<file path="src/rtl/rx_ring_pkg.sv">
package rx_ring_pkg;
  localparam int unsigned FLG_NE   = 0;
  localparam int unsigned FLG_CRIT = 1;
  localparam int unsigned FLG_OVR  = 2;
  localparam int unsigned NUM_FLG  = 3;
  localparam int unsigned NUM_PTR  = 2;
  localparam int unsigned PTR_WR   = 0;
  localparam int unsigned PTR_RD   = 1;
endpackage

</file>
<file path="src/rtl/ring_ptr.sv">
module ring_ptr #(
  parameter int unsigned IDX_W = 8
) (
  input  logic             clk_i,
  input  logic             rst_ni,
  input  logic [IDX_W-1:0] first_i,
  input  logic [IDX_W-1:0] span_i,
  input  logic             load_i,
  input  logic             adv_i,
  output logic [IDX_W-1:0] idx_o
);
  // pointer held as offset from first slot: reset value lands on first
  logic [IDX_W-1:0] off_q;

  always_ff @(posedge clk_i or negedge rst_ni) begin
    if (!rst_ni)      off_q <= '0;
    else if (load_i)  off_q <= '0;
    else if (adv_i)   off_q <= (off_q == span_i) ? '0 : off_q + 1'b1;
  end

  assign idx_o = first_i + off_q;

  assert_ptr_wrap_R3: assert property (@(posedge clk_i) disable iff (!rst_ni)
    (adv_i && !load_i && off_q == span_i) |=> (off_q == '0));
  assert_ptr_step_R2: assert property (@(posedge clk_i) disable iff (!rst_ni)
    (adv_i && !load_i && off_q != span_i) |=> (off_q == $past(off_q) + 1'b1));
endmodule

</file>
<file path="src/rtl/ring_level.sv">
module ring_level #(
  parameter int unsigned LVL_W = 8
) (
  input  logic             clk_i,
  input  logic             rst_ni,
  input  logic             load_i,
  input  logic [LVL_W-1:0] depth_i,
  input  logic             store_i,
  input  logic             rd_req_i,
  output logic             rd_fire_o,
  output logic             ovr_ev_o,
  output logic [LVL_W-1:0] level_o,
  output logic [LVL_W-1:0] level_nxt_o
);
  logic [LVL_W-1:0] lvl_q;
  logic             full, empty, st, rd;

  assign empty     = (lvl_q == '0);
  assign full      = (lvl_q == depth_i);
  assign st        = store_i  && !load_i;
  assign rd        = rd_req_i && !load_i && !empty;
  assign rd_fire_o = rd;
  assign ovr_ev_o  = st && full && !rd;

  always_comb begin
    level_nxt_o = lvl_q;
    if (load_i)               level_nxt_o = '0;
    else if (st && !rd && !full) level_nxt_o = lvl_q + 1'b1;
    else if (rd && !st)       level_nxt_o = lvl_q - 1'b1;
  end

  always_ff @(posedge clk_i or negedge rst_ni) begin
    if (!rst_ni) lvl_q <= '0;
    else         lvl_q <= level_nxt_o;
  end

  assign level_o = lvl_q;

  assert_ovr_level_hold_R5: assert property (@(posedge clk_i) disable iff (!rst_ni)
    ovr_ev_o |=> (lvl_q == $past(lvl_q)));
  assert_same_cycle_hold_R8: assert property (@(posedge clk_i) disable iff (!rst_ni)
    (st && rd) |=> $stable(lvl_q));
  assert_load_clear_R1: assert property (@(posedge clk_i) disable iff (!rst_ni)
    load_i |=> (lvl_q == '0));
endmodule

</file>
<file path="src/rtl/ring_flags.sv">
module ring_flags
  import rx_ring_pkg::*;
#(
  parameter int unsigned LVL_W = 8
) (
  input  logic               clk_i,
  input  logic               rst_ni,
  input  logic               load_i,
  input  logic [LVL_W-1:0]   level_i,
  input  logic [LVL_W-1:0]   level_nxt_i,
  input  logic [LVL_W-1:0]   crit_lvl_i,
  input  logic               ovr_ev_i,
  input  logic [NUM_FLG-1:0] clr_i,
  input  logic [NUM_FLG-1:0] en_i,
  output logic [NUM_FLG-1:0] flag_o,
  output logic [NUM_FLG-1:0] irq_o
);
  logic [NUM_FLG-1:0] flg_q, set;
  logic               armed_q;

  assign set[FLG_NE]   = (level_nxt_i != '0);
  assign set[FLG_CRIT] = (level_nxt_i >= crit_lvl_i);
  assign set[FLG_OVR]  = ovr_ev_i;

  always_ff @(posedge clk_i or negedge rst_ni) begin
    if (!rst_ni) begin
      flg_q   <= '0;
      armed_q <= 1'b0;
    end else begin
      armed_q <= 1'b1;
      if (load_i) flg_q <= '0;
      else        flg_q <= set | (flg_q & ~clr_i);
    end
  end

  assign flag_o = flg_q;
  assign irq_o  = flg_q & en_i;

  assert_ne_tracks_level_R6: assert property (@(posedge clk_i) disable iff (!rst_ni)
    (level_i != '0) |-> flg_q[FLG_NE]);
  assert_crit_tracks_level_R7: assert property (@(posedge clk_i) disable iff (!rst_ni)
    (armed_q && !$past(load_i) && $stable(crit_lvl_i) && level_i >= crit_lvl_i) |-> flg_q[FLG_CRIT]);
  assert_ovr_sticky_R5: assert property (@(posedge clk_i) disable iff (!rst_ni)
    (ovr_ev_i && !load_i) |=> flg_q[FLG_OVR]);
  assert_ovr_hold_R9: assert property (@(posedge clk_i) disable iff (!rst_ni)
    (flg_q[FLG_OVR] && !clr_i[FLG_OVR] && !load_i) |=> flg_q[FLG_OVR]);
endmodule

</file>
<file path="src/rtl/rx_ring_ctrl.sv">
module rx_ring_ctrl
  import rx_ring_pkg::*;
#(
  parameter int unsigned IDX_W = 8,
  parameter int unsigned LVL_W = 8
) (
  input  logic               clk_i,
  input  logic               rst_ni,
  input  logic [IDX_W-1:0]   cfg_first_i,
  input  logic [IDX_W-1:0]   cfg_last_i,
  input  logic               cfg_load_i,
  input  logic [LVL_W-1:0]   crit_lvl_i,
  input  logic [NUM_FLG-1:0] irq_en_i,
  input  logic [NUM_FLG-1:0] flag_clr_i,
  input  logic               store_i,
  input  logic               rd_req_i,
  output logic               store_we_o,
  output logic [IDX_W-1:0]   store_idx_o,
  output logic               rd_valid_o,
  output logic [IDX_W-1:0]   rd_idx_o,
  output logic [LVL_W-1:0]   level_o,
  output logic               ne_o,
  output logic               crit_o,
  output logic               ovr_o,
  output logic [NUM_FLG-1:0] irq_o
);
  localparam int unsigned DW = (IDX_W > LVL_W) ? IDX_W : LVL_W;

  logic [IDX_W-1:0]   span;
  logic [DW-1:0]      depth_wide;
  logic [LVL_W-1:0]   depth, lvl_nxt;
  logic               rd_fire, ovr_ev;
  logic [NUM_PTR-1:0] adv;
  logic [IDX_W-1:0]   idx [NUM_PTR];
  logic [NUM_FLG-1:0] flags;

  assign span       = cfg_last_i - cfg_first_i;
  assign depth_wide = DW'(span) + 1'b1;
  assign depth      = depth_wide[LVL_W-1:0];

  ring_level #(.LVL_W(LVL_W)) u_level (
    .clk_i, .rst_ni,
    .load_i      (cfg_load_i),
    .depth_i     (depth),
    .store_i     (store_i),
    .rd_req_i    (rd_req_i),
    .rd_fire_o   (rd_fire),
    .ovr_ev_o    (ovr_ev),
    .level_o     (level_o),
    .level_nxt_o (lvl_nxt)
  );

  assign adv[PTR_WR] = store_i && !cfg_load_i;
  assign adv[PTR_RD] = rd_fire || ovr_ev;

  for (genvar g = 0; g < NUM_PTR; g++) begin : g_ptr
    ring_ptr #(.IDX_W(IDX_W)) u_ptr (
      .clk_i, .rst_ni,
      .first_i (cfg_first_i),
      .span_i  (span),
      .load_i  (cfg_load_i),
      .adv_i   (adv[g]),
      .idx_o   (idx[g])
    );
  end

  ring_flags #(.LVL_W(LVL_W)) u_flags (
    .clk_i, .rst_ni,
    .load_i      (cfg_load_i),
    .level_i     (level_o),
    .level_nxt_i (lvl_nxt),
    .crit_lvl_i  (crit_lvl_i),
    .ovr_ev_i    (ovr_ev),
    .clr_i       (flag_clr_i),
    .en_i        (irq_en_i),
    .flag_o      (flags),
    .irq_o       (irq_o)
  );

  assign store_we_o  = adv[PTR_WR];
  assign store_idx_o = idx[PTR_WR];
  assign rd_valid_o  = rd_fire;
  assign rd_idx_o    = idx[PTR_RD];
  assign ne_o        = flags[FLG_NE];
  assign crit_o      = flags[FLG_CRIT];
  assign ovr_o       = flags[FLG_OVR];

  assert_no_read_empty_R4: assert property (@(posedge clk_i) disable iff (!rst_ni)
    rd_valid_o |-> ne_o);
  assert_ovr_both_move_R5: assert property (@(posedge clk_i) disable iff (!rst_ni)
    (ovr_ev && $stable(cfg_first_i) && $stable(cfg_last_i)) |=> (store_idx_o == rd_idx_o));
endmodule

</file>
<file path="config.mk">
export PLATFORM = sky130hd
export DESIGN_NAME = rx_ring_ctrl
export DESIGN_NICKNAME = d
export VERILOG_FILES = /design/src/rtl/rx_ring_pkg.sv /design/src/rtl/ring_ptr.sv /design/src/rtl/ring_level.sv /design/src/rtl/ring_flags.sv /design/src/rtl/rx_ring_ctrl.sv
export SDC_FILE = /design/constraint.sdc
export NUM_CORES = 1
export LEC_CHECK = 0
export ABC_AREA = 1
export BUFFER_PORTS_ARGS = -buffer_cell sky130_fd_sc_hd__buf_4
export CORE_ASPECT_RATIO = 1.5
export CORE_MARGIN = 5
export CORE_UTILIZATION = 30
export DETAILED_ROUTE_END_ITERATION = 8
export HOLD_SLACK_MARGIN = 0.06
export SLEW_MARGIN = 10
export SYNTH_ARGS = -nofsm -noshare
export SYNTH_HDL_FRONTEND = slang
export SYNTH_SLANG_ARGS = --single-unit
</file>
<file path="constraint.sdc">
create_clock -name clk_i -period 3.4 [get_ports clk_i]
set_clock_uncertainty 0.15 [all_clocks]
set_input_delay 0.68 -clock clk_i [delete_from_list [all_inputs] [get_ports clk_i]]
set_output_delay 0.68 -clock clk_i [all_outputs]
set_load 0.05 [all_outputs]
</file>
======== After elaboration in Yosys (flattened, before gate mapping) ========
Index checks and enable logic that the tools add are counted.
storage, ports and cells
  output and inout port bits .............. 32
  logic and storage cells ................. 48
  input port bits ......................... 35
  register bits after elaboration ......... 27
cells by class
  mux-type cells .......................... 10
  $add $sub $neg .......................... 8
  equality and inequality tests ........... 3
  bitwise gates (word level) .............. 4
  $lt $le $gt $ge ......................... 1
  reductions and logical operators ........ 18
operators by type and width
  operator                                          number
  two-way mux 8 bit                                 9
  adder 8 x 1 -> 8 bit, second input constant       4
  equality test 8 bit                               3
  adder 8 bit                                       2
  greater-or-equal comparator 8 bit                 1
  logical AND 1 bit                                 8
  zero test 8 bit                                   1
  nonzero test 8 bit                                1
  subtractor 8 x 1 -> 8 bit, second input constant  1
  subtractor 8 bit                                  1
  AND 3 bit                                         2
  zero test 1 bit                                   5
  nonzero test 2 bit                                2
  two-way mux 3 bit                                 1
  NOT 3 bit                                         1
  bitwise OR 3 bit                                  1
  logical OR 1 bit                                  1

======== Depth between registers and ports, before layout ========
Gate-level depths: netlist (run 1).
  depth in word-level cells ............... 11
  depth in mapped cells ................... 32
  gate-level depth less buffers ........... 32

======== Modules after synthesis ========
Synthesis (run 1) repeated with hierarchy kept, for this count alone.
second synthesis, totals
  cells, all modules ...................... 580
  area, all modules ....................... 3,736.1 sq um
modules (own cells, without submodules)
  module        instances  area an instance (sq um)  cells each  seq. area each (sq um)
  ring_ptr      2          854.6                     126         200.2
  ring_level    1          1,012.2                   154         200.2
  rx_ring_ctrl  1          646.9                     116         0.0
  ring_flags    1          367.9                     58          75.1

======== Worst setup path after synthesis (run 1) ========
Ideal clock, no wire load.
  path kind ............................... input-to-reg
  from .................................... input port cfg_last_i[0]
  to ...................................... register u_flags.flg_q[1] (netlist: u_flags.flag_o[1])
  required time ........................... 3,130 ps
  data arrival time ....................... 4,115 ps
  setup slack ............................. -985 ps
  library setup time ...................... 120 ps
  path buffers ............................ 1
  cell stages on the path ................. 31
  cells stage by stage .................... inv_1 > ha_1 > fa_1 > inv_1 > ha_1 > inv_1 > nor2_1 > nand2_2 > nor2_1 > nand2_1 > nand3_1 > nand2_1 > nor2_2 > nand3_2 > buf_6 > nand3_1 > nand2_1 > nor2_2 > inv_1 > ha_1 > inv_1 > a21boi_0 > o21a_1 > o21a_1 > o21a_1 > o21ai_0 > nand2_1 > a21oi_1 > o22ai_1 > o21ai_0 > inv_1
on the way
  word-level cells in the longest chain between the ends .. 10
RTL lines
  item                               RTL line            source
  start: declaration                 rx_ring_ctrl.sv:10  input logic [IDX_W-1:0] cfg_last_i,
  subtractor 8 bit                   rx_ring_ctrl.sv:37  assign span = cfg_last_i - cfg_first_i;
  adder 8 x 1 -> 8 bit               rx_ring_ctrl.sv:38  assign depth_wide = DW'(span) + 1'b1;
  equality test 8 bit                ring_level.sv:19    assign full = (lvl_q == depth_i);
  zero test 1 bit                    ring_level.sv:28    else if (st && !rd && !full) level_nxt_o = lvl_q + 1'b1;
  logical AND 1 bit                  ring_level.sv:28
  two-way mux 8 bit                  ring_level.sv:28
  two-way mux 8 bit                  ring_level.sv:27    if (load_i) level_nxt_o = '0;
  via lvl_nxt[0]                     rx_ring_ctrl.sv:31  logic [LVL_W-1:0] depth, lvl_nxt;
  greater-or-equal comparator 8 bit  ring_flags.sv:22    assign set[FLG_CRIT] = (level_nxt_i >= crit_lvl_i);
  bitwise OR 3 bit                   ring_flags.sv:32    else flg_q <= set | (flg_q & ~clr_i);
  two-way mux 3 bit                  ring_flags.sv:31    if (load_i) flg_q <= '0;
  end signal: assignment             ring_flags.sv:32
  end: declaration                   ring_flags.sv:18    logic [NUM_FLG-1:0] flg_q, set;
The timed path passes the listed nets, and every way through them passes these cells.
A chain may end at the register's enable or synchronous reset.

======== Final worst setup path (run 1) ========
  from .................................... input port cfg_first_i[0]
  to ...................................... register u_flags.flg_q[1] (netlist: u_flags.flag_o[1])
on the way
  word-level cells in the longest chain between the ends .. 10
RTL lines
  item                               RTL line            source
  start: declaration                 rx_ring_ctrl.sv:9   input logic [IDX_W-1:0] cfg_first_i,
  subtractor 8 bit                   rx_ring_ctrl.sv:37
  adder 8 x 1 -> 8 bit               rx_ring_ctrl.sv:38
  equality test 8 bit                ring_level.sv:19
  zero test 1 bit                    ring_level.sv:28
  logical AND 1 bit                  ring_level.sv:28
  two-way mux 8 bit                  ring_level.sv:28
  two-way mux 8 bit                  ring_level.sv:27
  via lvl_nxt[0]                     rx_ring_ctrl.sv:31
  greater-or-equal comparator 8 bit  ring_flags.sv:22
  bitwise OR 3 bit                   ring_flags.sv:32
  two-way mux 3 bit                  ring_flags.sv:31
The timed path passes the listed nets, and every way through them passes these cells.

==> impl_metrics.py, run 1 <==
metrics = {
    "status": {
        "status": "finished with violations",
        "violations": "negative setup slack",
    },
    "critical_path": {
        "critPathLaunch": "cfg_first_i[0]",
        "setup.worst_path.end_class": "flop",
        "cp_max_fo": 4,
        "setup.worst_path.end": "u_flags.flag_o[1]",
        "reg2reg_depth": 21,
        "arrival_ps": 4190,
        "path_class": "in2reg",
        "crit_required_ps": 3420,
        "reg2reg_from": "u_level.level_o[0]",
        "reg2reg_setup_slack_ps": 100,
        "critPathLaunchType": "input port",
        "timing.rr.end": "u_flags.flag_o[1]",
    },
    "global_routing": {
        "grtUsageTotal_pct": 15.2,
        "grt_antenna_before_repair": 0,
        "grt_pass1_wl_um": 17000,
        "globalRouteOverflowTotal": 0,
        "grt_max_degree": 28,
        "grt_pass1_vias": 3771,
    },
    "synth": {
        "ys_types": 37,
        "synth_top_area_share_pct": 20.0,
        "syn_avg_cell_area_um2": 6.81,
        "mappedNetlistNets": 570,
        "synth-seq-cells": 27,
        "async_flop_share_pct": 100,
        "netlist_area_um2": 3380,
        "synthTopCellsByArea": "dfrtp_1, ha_1, inv_1",
        "synth_seq_area_share_pct": 20.0,
        "synth_common_cells": "inv_1, nand2_1, nand3_1",
        "synth_cells": 497,
        "ys.warnings.count": 0,
        "synth_edf_count": 0,
        "ys.flop_type": "dfrtp_1",
        "yosysTopAreaCell": "dfrtp_1",
        "synth_most_common_cell": "inv_1",
    },
    "finish": {
        "diodes": 0,
        "finalNetCount": 711,
        "area_delta_synth_final_pct": 44.3,
        "drive_gt1_share_pct": 34.4,
        "finalInstanceArea_um2": 4880,
        "fillers": 1153,
    },
    "routing": {
        "vias_per_cell": 4.71,
        "drt_iter0_markers": 146,
        "ant_nets": 0,
        "route.vias.total": 3691,
        "wire_per_inst_um": 13.4,
        "drt_first_pass_iters": 5,
        "drc": 0,
        "wirelength_um": 10500,
    },
    "floorplanning": {
        "start_util_pct": 30.6,
        "coreArea_um2": 11100,
        "ios": 67,
        "rows": 47,
        "die_area_um2": 13500,
        "die_h_um": 140,
        "fp.dieW_um": 96.7,
    },
    "power_and_ir_drop": {
        "p_leak_nw": 2.57,
        "p_int_w": 0.00104,
        "p_comb_share_pct": 65.3,
        "p_seq_share_pct": 20.3,
        "p_per_area_nw_per_um2": 412,
        "max-vdd-ir-drop_v": 0.000189,
        "sw_frac_of_total_pct": 48.3,
        "switchingPower_w": 0.000971,
        "p_clk_share_pct": 14.4,
    },
    "timing": {
        "fmax_ghz": 0.240,
        "relSlewSlack_pct": 53.3,
        "worst_slew_pin_slew_ps": 693,
        "hold_slack_ps": 172,
        "layout_min_cycle_time_ps": 4160,
        "drv_slew": 0,
        "finalSetupViolCount": 2,
        "rsz0062_at_grt": "yes",
        "final_hold_viol_count": 0,
        "final.setup.worst_slack_ps": -763,
        "tns_ps": -783,
        "timing.final.crit_share_pct": 122,
    },
    "placed_design": {
        "place_ws_ps": -1250,
        "hpwl_um": 8830,
        "place_area_um2": 4540,
        "io_buffers": 66,
        "gp_congestion": 0.875,
    },
    "hold_path": {
        "min_path_type": "in2async",
    },
    "cts": {
        "cts_max_level": 1,
        "cts_buffer_depth": 2,
        "cts_tree": "done",
        "cts.sinks": 27,
        "worstSkewPairLatency_ps": 270,
        "cts_buffers": 3,
        "cts_root_buffer": "clkbuf_16",
        "clk_pin_slew_ps": 70,
    },
    "flow_run": {
        "drv_cap": 0,
    },
}
layout make-up:
class	instances	area [um^2]	share of cell area, %
clock inverter	1	5.00	0.102
multi-input combinational	365	2460	50.3
timing repair buffer	142	1110	22.8
inverter	99	374	7.66
tap	147	184	3.77
sequential	27	676	13.8
clock buffer	3	75.1	1.54
worst min path at each step:
stage,to,slack (ps),depth (start not counted)
global route,u_flags.flag_o[1],200,1
detailed placement,u_flags.flag_o[2],430,2
global placement,u_flags.flag_o[2],410,2
finish,u_flags.flag_o[1],170,1
floorplan,g_ptr[0].u_ptr.off_q[0],230,0
CTS,u_flags.flag_o[1],190,1
sequential cells by signal (all words and copies together) (netlist names):
name and cells:
g_ptr.u_ptr.off_q 16, u_level.level_o 8, u_flags.flag_o 3
layout by cell type, fill, tap and decap left out, types with 2 or more instances in the layout:
master | netlist | layout
nor2_4 | 2 | 3
inv_2 | 2 | 7
buf_4 | 0 | 132
nand4_1 | 10 | 10
o22ai_1 | 7 | 7
buf_6 | 4 | 9
nor2_1 | 36 | 32
o21ai_2 | 1 | 2
a21oi_1 | 26 | 19
nand3_1 | 46 | 39
nand2_2 | 13 | 22
nand2_1 | 93 | 84
ha_4 | 0 | 4
nor3_1 | 9 | 9
o21ai_1 | 0 | 6
a21oi_2 | 1 | 8
o21ai_0 | 17 | 10
clkbuf_16 | 0 | 3
nand3_2 | 4 | 10
xnor2_1 | 10 | 10
nand2_4 | 2 | 2
nor2_2 | 3 | 6
nand3b_1 | 2 | 2
fa_2 | 0 | 2
o21a_1 | 3 | 3
nor4_1 | 3 | 3
ha_1 | 35 | 30
inv_1 | 96 | 90
dfrtp_1 | 27 | 27
xor2_1 | 31 | 30
metrics by stage:
stage / std cells / power [W] / util (%)
finish: 784 / 0.00201 / 44.2
global route: 784 / 0.00216 / 44.2
CTS: 777 / 0.00198 / 42.5
detailed placement: 769 / 0.00166 / 41.0
global placement: 769 / 0.00164 / 41.0
floorplan: 497 / 0.00122 / -
metal layers:
| metal | GRT usage (%) | vias up | part of all wire (%) |
|---|---|---|---|
| met5 | 0 | - | 0 |
| met4 | 8.73 | 0 | 4.6 |
| met3 | 1.84 | 24 | 3.2 |
| met2 | 29.3 | 83 | 54 |
| met1 | 15.4 | 1704 | 38 |
| li1 | - | 1880 | - |
worst max-delay path: stages:
cell,delay (ps)
buf_4,120
ha_4,160
fa_2,550
inv_2,70
ha_4,160
xor2_1,160
or2_2,270
nand4_1,80
nor2_1,50
nand3_2,110
nand2_2,90
nand2_1,70
nand2_1,50
nor2_2,100
inv_1,50
ha_1,260
inv_1,50
a21boi_1,50
o21a_1,160
o21a_1,160
o21a_1,170
o21ai_1,110
nand2_1,80
a21oi_2,130
o22ai_1,70
o21ai_1,110
inv_1,40
cell families (layout without fill, tap and decap cells):
group | after synthesis | in the layout | share of synthesized area, %
flops | 27 | 27 | 20.0
buf+inv | 105 | 245 | 12.6
simple gates | 224 | 224 | 31.0
fa+ha+maj | 38 | 38 | 14.7
compound gates | 62 | 62 | 11.2
xor+xnor | 41 | 41 | 10.6
what timing repair did:
| action | in CTS | in global routing |
|---|---|---|
| setup endpoints to repair | 4 | 6 |
| setup buffers | 4 | 7 |
| gates resized for setup | 14 | 41 |
| pin swaps | 11 | 25 |
| endpoints found under the hold margin | 0 | 0 |
| hold buffers | 0 | 0 |
power groups by stage:
stage	Combinational (W)	Clock, W	Sequential [W]
after floorplan	0.000751	0	0.000467
after global placement	0.00123	0	0.000410
after detailed placement	0.00124	0	0.000412
after CTS	0.00127	0.000295	0.000407
after global routing	0.00144	0.000310	0.000416
final	0.00131	0.000289	0.000408
(Power assumes the default switching activity.)
==> run 2, diff against run 1 <==
--- a/config.mk
+++ b/config.mk
@@ -5,13 +5,13 @@
 export SDC_FILE = /design/constraint.sdc
 export NUM_CORES = 1
 export LEC_CHECK = 0
-export ABC_AREA = 1
 export BUFFER_PORTS_ARGS = -buffer_cell sky130_fd_sc_hd__buf_4
 export CORE_ASPECT_RATIO = 1.5
 export CORE_MARGIN = 5
-export CORE_UTILIZATION = 30
+export CORE_UTILIZATION = 51
 export DETAILED_ROUTE_END_ITERATION = 8
 export HOLD_SLACK_MARGIN = 0.06
+export PLACE_DENSITY = 0.78
 export SLEW_MARGIN = 10
 export SYNTH_ARGS = -nofsm -noshare
 export SYNTH_HDL_FRONTEND = slang
==> impl_metrics.py, run 2 <==
metrics = {
    "synth": {
        "netlist_area_um2": 3190,
        "yosys-mux-area-fraction_pct": 0,
        "yosysTopAreaCell": "dfrtp_1",
        "synth_most_common_cell": "inv_1",
        "synthTopCellsByArea": "dfrtp_1, ha_1, xnor2_1",
        "synth_common_cells": "inv_1, xnor2_1, ha_1",
        "synth_compound_area_share_pct": 22.2,
        "mappedNetlistNets": 455,
        "synth_top_area_share_pct": 21.2,
        "synth_cells": 382,
        "yosys.area_share.adder_pct": 15.6,
        "syn_avg_cell_area_um2": 8.35,
        "synth-seq-cells": 27,
        "synthSimpleGateAreaFrac_pct": 18.3,
        "ys_types": 61,
        "synth_seq_area_share_pct": 21.2,
        "async_flop_share_pct": 100,
        "synth_xor_area_share_pct": 15.9,
        "ys.warnings.count": 0,
        "ys.flop_type": "dfrtp_1",
        "synth_edf_count": 0,
        "synth_top_family_by_area": "compound AO/OA/AOI/OAI gates",
    },
    "timing": {
        "worst_slew_pin_slew_ps": 768,
        "timing.final.crit_share_pct": 137,
        "drv_slew": 0,
        "fmax_ghz": 0.215,
        "finalSetupViolCount": 18,
        "layout_min_cycle_time_ps": 4640,
        "rsz0062_at_grt": "yes",
        "tns_ps": -10350,
        "final_hold_viol_count": 0,
        "relSlewSlack_pct": 48.3,
        "final.setup.worst_slack_ps": -1240,
    },
    "finish": {
        "multi_input_area_um2": 2610,
        "fin_cells": 613,
        "drive_gt1_share_pct": 42.1,
        "seq_area_um2": 676,
        "largest-register": "g_ptr.u_ptr.off_q",
        "area_delta_synth_final_pct": 53.3,
        "largest_register_ff_count": 16,
        "diodes": 0,
        "mostFrequentLayoutCells": "buf_4, inv_1, xnor2_1",
        "finalNetCount": 613,
        "fillers": 420,
        "final_common_cell": "buf_4",
    },
    "power_and_ir_drop": {
        "max-vdd-ir-drop_v": 0.000361,
        "p_per_area_nw_per_um2": 415,
        "p_leak_nw": 2.40,
    },
    "critical_path": {
        "cp_top_family": "simple AND/OR/NAND/NOR gates",
        "crit_required_ps": 3440,
        "critPathLaunch": "cfg_last_i[0]",
        "setup.worst_path.end_class": "flop",
        "critPathLaunchType": "input port",
        "cp_max_fo": 4,
        "path_class": "in2reg",
        "critPathBufInv": 2,
        "critPathSlowestCell": "or4_4",
        "max_stage_delay_ps": 460,
        "reg2reg_from": "u_level.level_o[5]",
        "arrival_ps": 4690,
    },
    "cts": {
        "ctsHoldBuffers": 0,
        "cts_buffers": 3,
        "cts_tree": "done",
        "cts_max_level": 1,
        "worstSkewPairLatency_ps": 290,
        "cts_buffer_depth": 2,
        "cts.sinks": 27,
        "clk_pin_slew_ps": 110,
        "cts_root_buffer": "clkbuf_8",
    },
    "routing": {
        "wire_per_inst_um": 19.3,
        "drc": 0,
        "drt_first_pass_iters": 4,
        "route.vias.total": 3649,
        "ant_nets": 0,
        "wirelength_um": 11800,
        "drt_iter0_markers": 192,
        "vias_per_cell": 5.95,
    },
    "floorplanning": {
        "die_area_um2": 7970,
        "fp.dieW_um": 74.6,
        "rows": 35,
        "die_h_um": 107,
        "start_util_pct": 52.0,
        "coreArea_um2": 6130,
        "ios": 67,
    },
    "status": {
        "status": "finished with violations",
        "violations": "negative setup slack",
    },
    "global_routing": {
        "grtUsageTotal_pct": 28.0,
        "grt_antenna_before_repair": 0,
        "globalRouteOverflowTotal": 0,
        "grt_max_degree": 28,
        "grt_pass1_wl_um": 17400,
        "grt_pass1_vias": 3920,
    },
    "placed_design": {
        "dp.cells": 591,
        "io_buffers": 66,
        "gp_congestion": 0.897,
        "hpwl_um": 8250,
    },
    "hold_path": {
        "min_path_type": "in2async",
    },
    "flow_run": {
        "drv_cap": 0,
    },
}
run 2: per-layer routing:
metal	wire, um	part of all wire [%]	vias to the layer above	global-route usage (%)
met5	0	0	-	0
met4	981	8.3	0	18.8
met3	654	5.5	64	3.94
met2	6340	54	174	51.6
met1	3840	33	1747	27.4
li1	-	-	1664	-
run 2: final cells by class:
type                    instances  share of cell area (%)
clock buffers                   3                   0.845
clock inverters                 1                   0.179
inverters                      46                    3.87
multi-input cells             300                    53.5
flip-flops and latches         27                    13.8
well taps                      74                    1.89
repair buffers                162                    25.9
run 2: metrics by stage:
stage               utilization (%)  cell area [um^2]  hold slack, ps  worst slack (ps)  power, W
finish                         79.7              4890             139             -1240   0.00203
global route                   79.7              4890             157             -1470   0.00213
global placement               72.3              4430             383             -1530   0.00162
detailed placement             72.3              4430             384             -1690   0.00166
floorplan                         -              3300             234             -1290   0.00119
CTS                            75.8              4650             146             -1300   0.00192
run 2: what timing repair did:
item / 4_1_cts / 5_1_grt
pin swaps: 18 / 12
endpoints found under the setup margin: 18 / 28
gates cloned: 0 / 1
setup buffers: 9 / 11
gates resized for setup: 24 / 35
run 2: power breakdown:
part	internal [W]	switching [W]	leakage (nW)
Sequential	0.000354	0.0000502	0.371
Clock	0.0000868	0.000122	0.0261
Combinational	0.000620	0.000793	2.00
Total	0.00106	0.000966	2.40
run 2: logic make-up (layout without fill, tap and decap cells):
group	count (synthesis)	in the layout
DFF	27	27
xor gates and xnor gates	54	54
buffers and inverters	55	212
and+or+nand+nor	103	103
AOI/OAI and AO/OA	105	105
adders and majority gates	38	38
run 2: path summary, 6_finish.rpt:
path                            slack, ps                      end  depth (start not counted)
worst max-delay path                -1240        u_flags.flag_o[1]                         25
max in group asynchronous            2650  g_ptr[0].u_ptr.off_q[0]                          1
worst max register to register       -550        u_flags.flag_o[1]                         17
worst min-delay path                  140       u_level.level_o[7]                          1
worst min register to register        410  g_ptr[0].u_ptr.off_q[7]                          1
min in group clk_i                    410        u_flags.flag_o[2]                          2
run 2: worst reg2reg max path, stage by stage, from the launching register on:
cell,delay (ps)
dfrtp_1,420
or4_1,570
o41ai_1,490
nand2_1,220
buf_4,210
nor3_1,110
o21ai_0,110
a21oi_1,260
o31ai_4,140
a31oi_2,200
ha_1,260
nor2b_1,130
o21ai_1,130
nand2b_1,90
a21oi_2,110
nor2b_1,50
o21ai_1,130
a21oi_1,80
==> run 3, diff against run 2 <==
--- a/config.mk
+++ b/config.mk
@@ -8,10 +8,9 @@
 export BUFFER_PORTS_ARGS = -buffer_cell sky130_fd_sc_hd__buf_4
 export CORE_ASPECT_RATIO = 1.5
 export CORE_MARGIN = 5
-export CORE_UTILIZATION = 51
+export CORE_UTILIZATION = 25
 export DETAILED_ROUTE_END_ITERATION = 8
 export HOLD_SLACK_MARGIN = 0.06
-export PLACE_DENSITY = 0.78
 export SLEW_MARGIN = 10
 export SYNTH_ARGS = -nofsm -noshare
 export SYNTH_HDL_FRONTEND = slang
==> impl_metrics.py, run 3 (synthesis results as in run 2) <==
metrics = {
    "routing": {
        "route.vias.total": 3363,
        "drt_iter0_markers": 106,
        "drc": 0,
        "vias_per_cell": 4.90,
        "drt_first_pass_iters": 6,
        "ant_nets": 0,
        "wire_per_inst_um": 15.3,
        "wirelength_um": 10500,
    },
    "floorplanning": {
        "ios": 67,
        "start_util_pct": 25.5,
        "die_area_um2": 15200,
        "coreArea_um2": 12500,
        "rows": 50,
        "die_h_um": 148,
        "fp.dieW_um": 102,
    },
    "cts": {
        "clk_pin_slew_ps": 70,
        "cts_buffer_depth": 2,
        "cts_tree": "done",
        "cts_root_buffer": "clkbuf_16",
        "cts.sinks": 27,
        "worstSkewPairLatency_ps": 260,
        "ctsHoldBuffers": 0,
        "cts_max_level": 1,
        "cts_buffers": 3,
    },
    "critical_path": {
        "path_class": "in2reg",
        "critPathLaunchType": "input port",
        "max_stage_delay_ps": 450,
        "setup.worst_path.end_class": "flop",
        "cp_max_fo": 4,
        "critPathLaunch": "cfg_last_i[0]",
        "cp_top_family": "simple AND/OR/NAND/NOR gates",
        "arrival_ps": 4610,
        "critPathSlowestCell": "or4_4",
        "reg2reg_from": "u_level.level_o[5]",
        "crit_required_ps": 3400,
        "critPathBufInv": 2,
    },
    "finish": {
        "finalNetCount": 604,
        "finalInstanceArea_um2": 4990,
        "mostFrequentLayoutCells": "buf_4, inv_1, xnor2_1",
        "drive_gt1_share_pct": 41.1,
        "diodes": 0,
        "final_common_cell": "buf_4",
        "fin_cells": 686,
        "largest-register": "g_ptr.u_ptr.off_q",
        "largest_register_ff_count": 16,
        "area_delta_synth_final_pct": 56.6,
    },
    "global_routing": {
        "grt_pass1_vias": 3560,
        "globalRouteOverflowTotal": 0,
        "grt_pass1_wl_um": 16900,
        "grt_max_degree": 28,
        "grtUsageTotal_pct": 13.8,
        "grt_antenna_before_repair": 0,
    },
    "timing": {
        "drv_slew": 0,
        "layout_min_cycle_time_ps": 4610,
        "worst_slew_pin_slew_ps": 741,
        "timing.final.crit_share_pct": 136,
        "finalSetupViolCount": 18,
        "final.setup.worst_slack_ps": -1210,
        "rsz0062_at_grt": "yes",
        "final_hold_viol_count": 0,
        "relSlewSlack_pct": 50.2,
        "fmax_ghz": 0.217,
        "hold_slack_ps": 181,
    },
    "power_and_ir_drop": {
        "p_per_area_nw_per_um2": 413,
        "p_leak_nw": 2.38,
        "max-vdd-ir-drop_v": 0.000351,
        "power_w": 0.00206,
    },
    "hold_path": {
        "min_path_type": "in2async",
    },
    "placed_design": {
        "place_area_um2": 4530,
        "hpwl_um": 8480,
        "io_buffers": 66,
        "gp_congestion": 0.898,
        "dp.cells": 673,
    },
    "status": {
        "violations": "negative setup slack",
        "status": "finished with violations",
    },
    "flow_run": {
        "drv_cap": 0,
    },
}
[run 3: path summary, 6_finish.rpt]
check                                           to  slack, ps  depth (start not counted)
max                              u_flags.flag_o[1]      -1210                         25
min                        g_ptr[1].u_ptr.off_q[0]        180                          1
max reg2reg                      u_flags.flag_o[1]       -440                         17
min reg2reg                g_ptr[0].u_ptr.off_q[7]        410                          1
max in group asynchronous       u_level.level_o[4]       2650                          1
min in group clk_i         g_ptr[0].u_ptr.off_q[7]        410                          1
[run 3: report_power, final]
| group | total [W] | switching, W | internal (W) | leakage, nW |
|---|---|---|---|---|
| registers | 0.000394 | 0.0000397 | 0.000354 | 0.371 |
| clock network | 0.000276 | 0.000115 | 0.000161 | 0.0382 |
| logic | 0.00139 | 0.000778 | 0.000613 | 1.97 |
| total | 0.00206 | 0.000933 | 0.00113 | 2.38 |
[run 3: metal layers]
layer	up-vias	global-route usage [%]	routed length [um]
met3	26	1.50	422
met2	83	25.8	5550
li1	1647	-	-
met5	-	0	0
met4	0	4.60	363
met1	1607	15.9	4170
[run 3: what timing repair did]
action / in CTS / in global routing
pin swaps: 18 / 18
buffers inserted: 7 / 7
endpoints found under the setup margin: 18 / 27
cloned: 1 / 0
resized for setup: 32 / 32
[run 3: through the flow]
stage,TNS (ps),setup WS [ps],util (%)
final,-7670,-1210,39.9
after global routing,-9630,-1390,39.9
after CTS,-9740,-1290,38.7
after detailed placement,-14360,-1650,36.2
after global placement,-12850,-1630,36.2
after floorplan,-5490,-1290,-
[run 3: layout make-up]
class / count / area [um^2]
Multi-Input combinational cell: 300 / 2650
Tap cell: 156 / 195
Fill cell: 1304 / 7520
Clock buffer: 4 / 78.8
Inverter: 46 / 189
Sequential cell: 27 / 676
Timing Repair Buffer: 153 / 1210
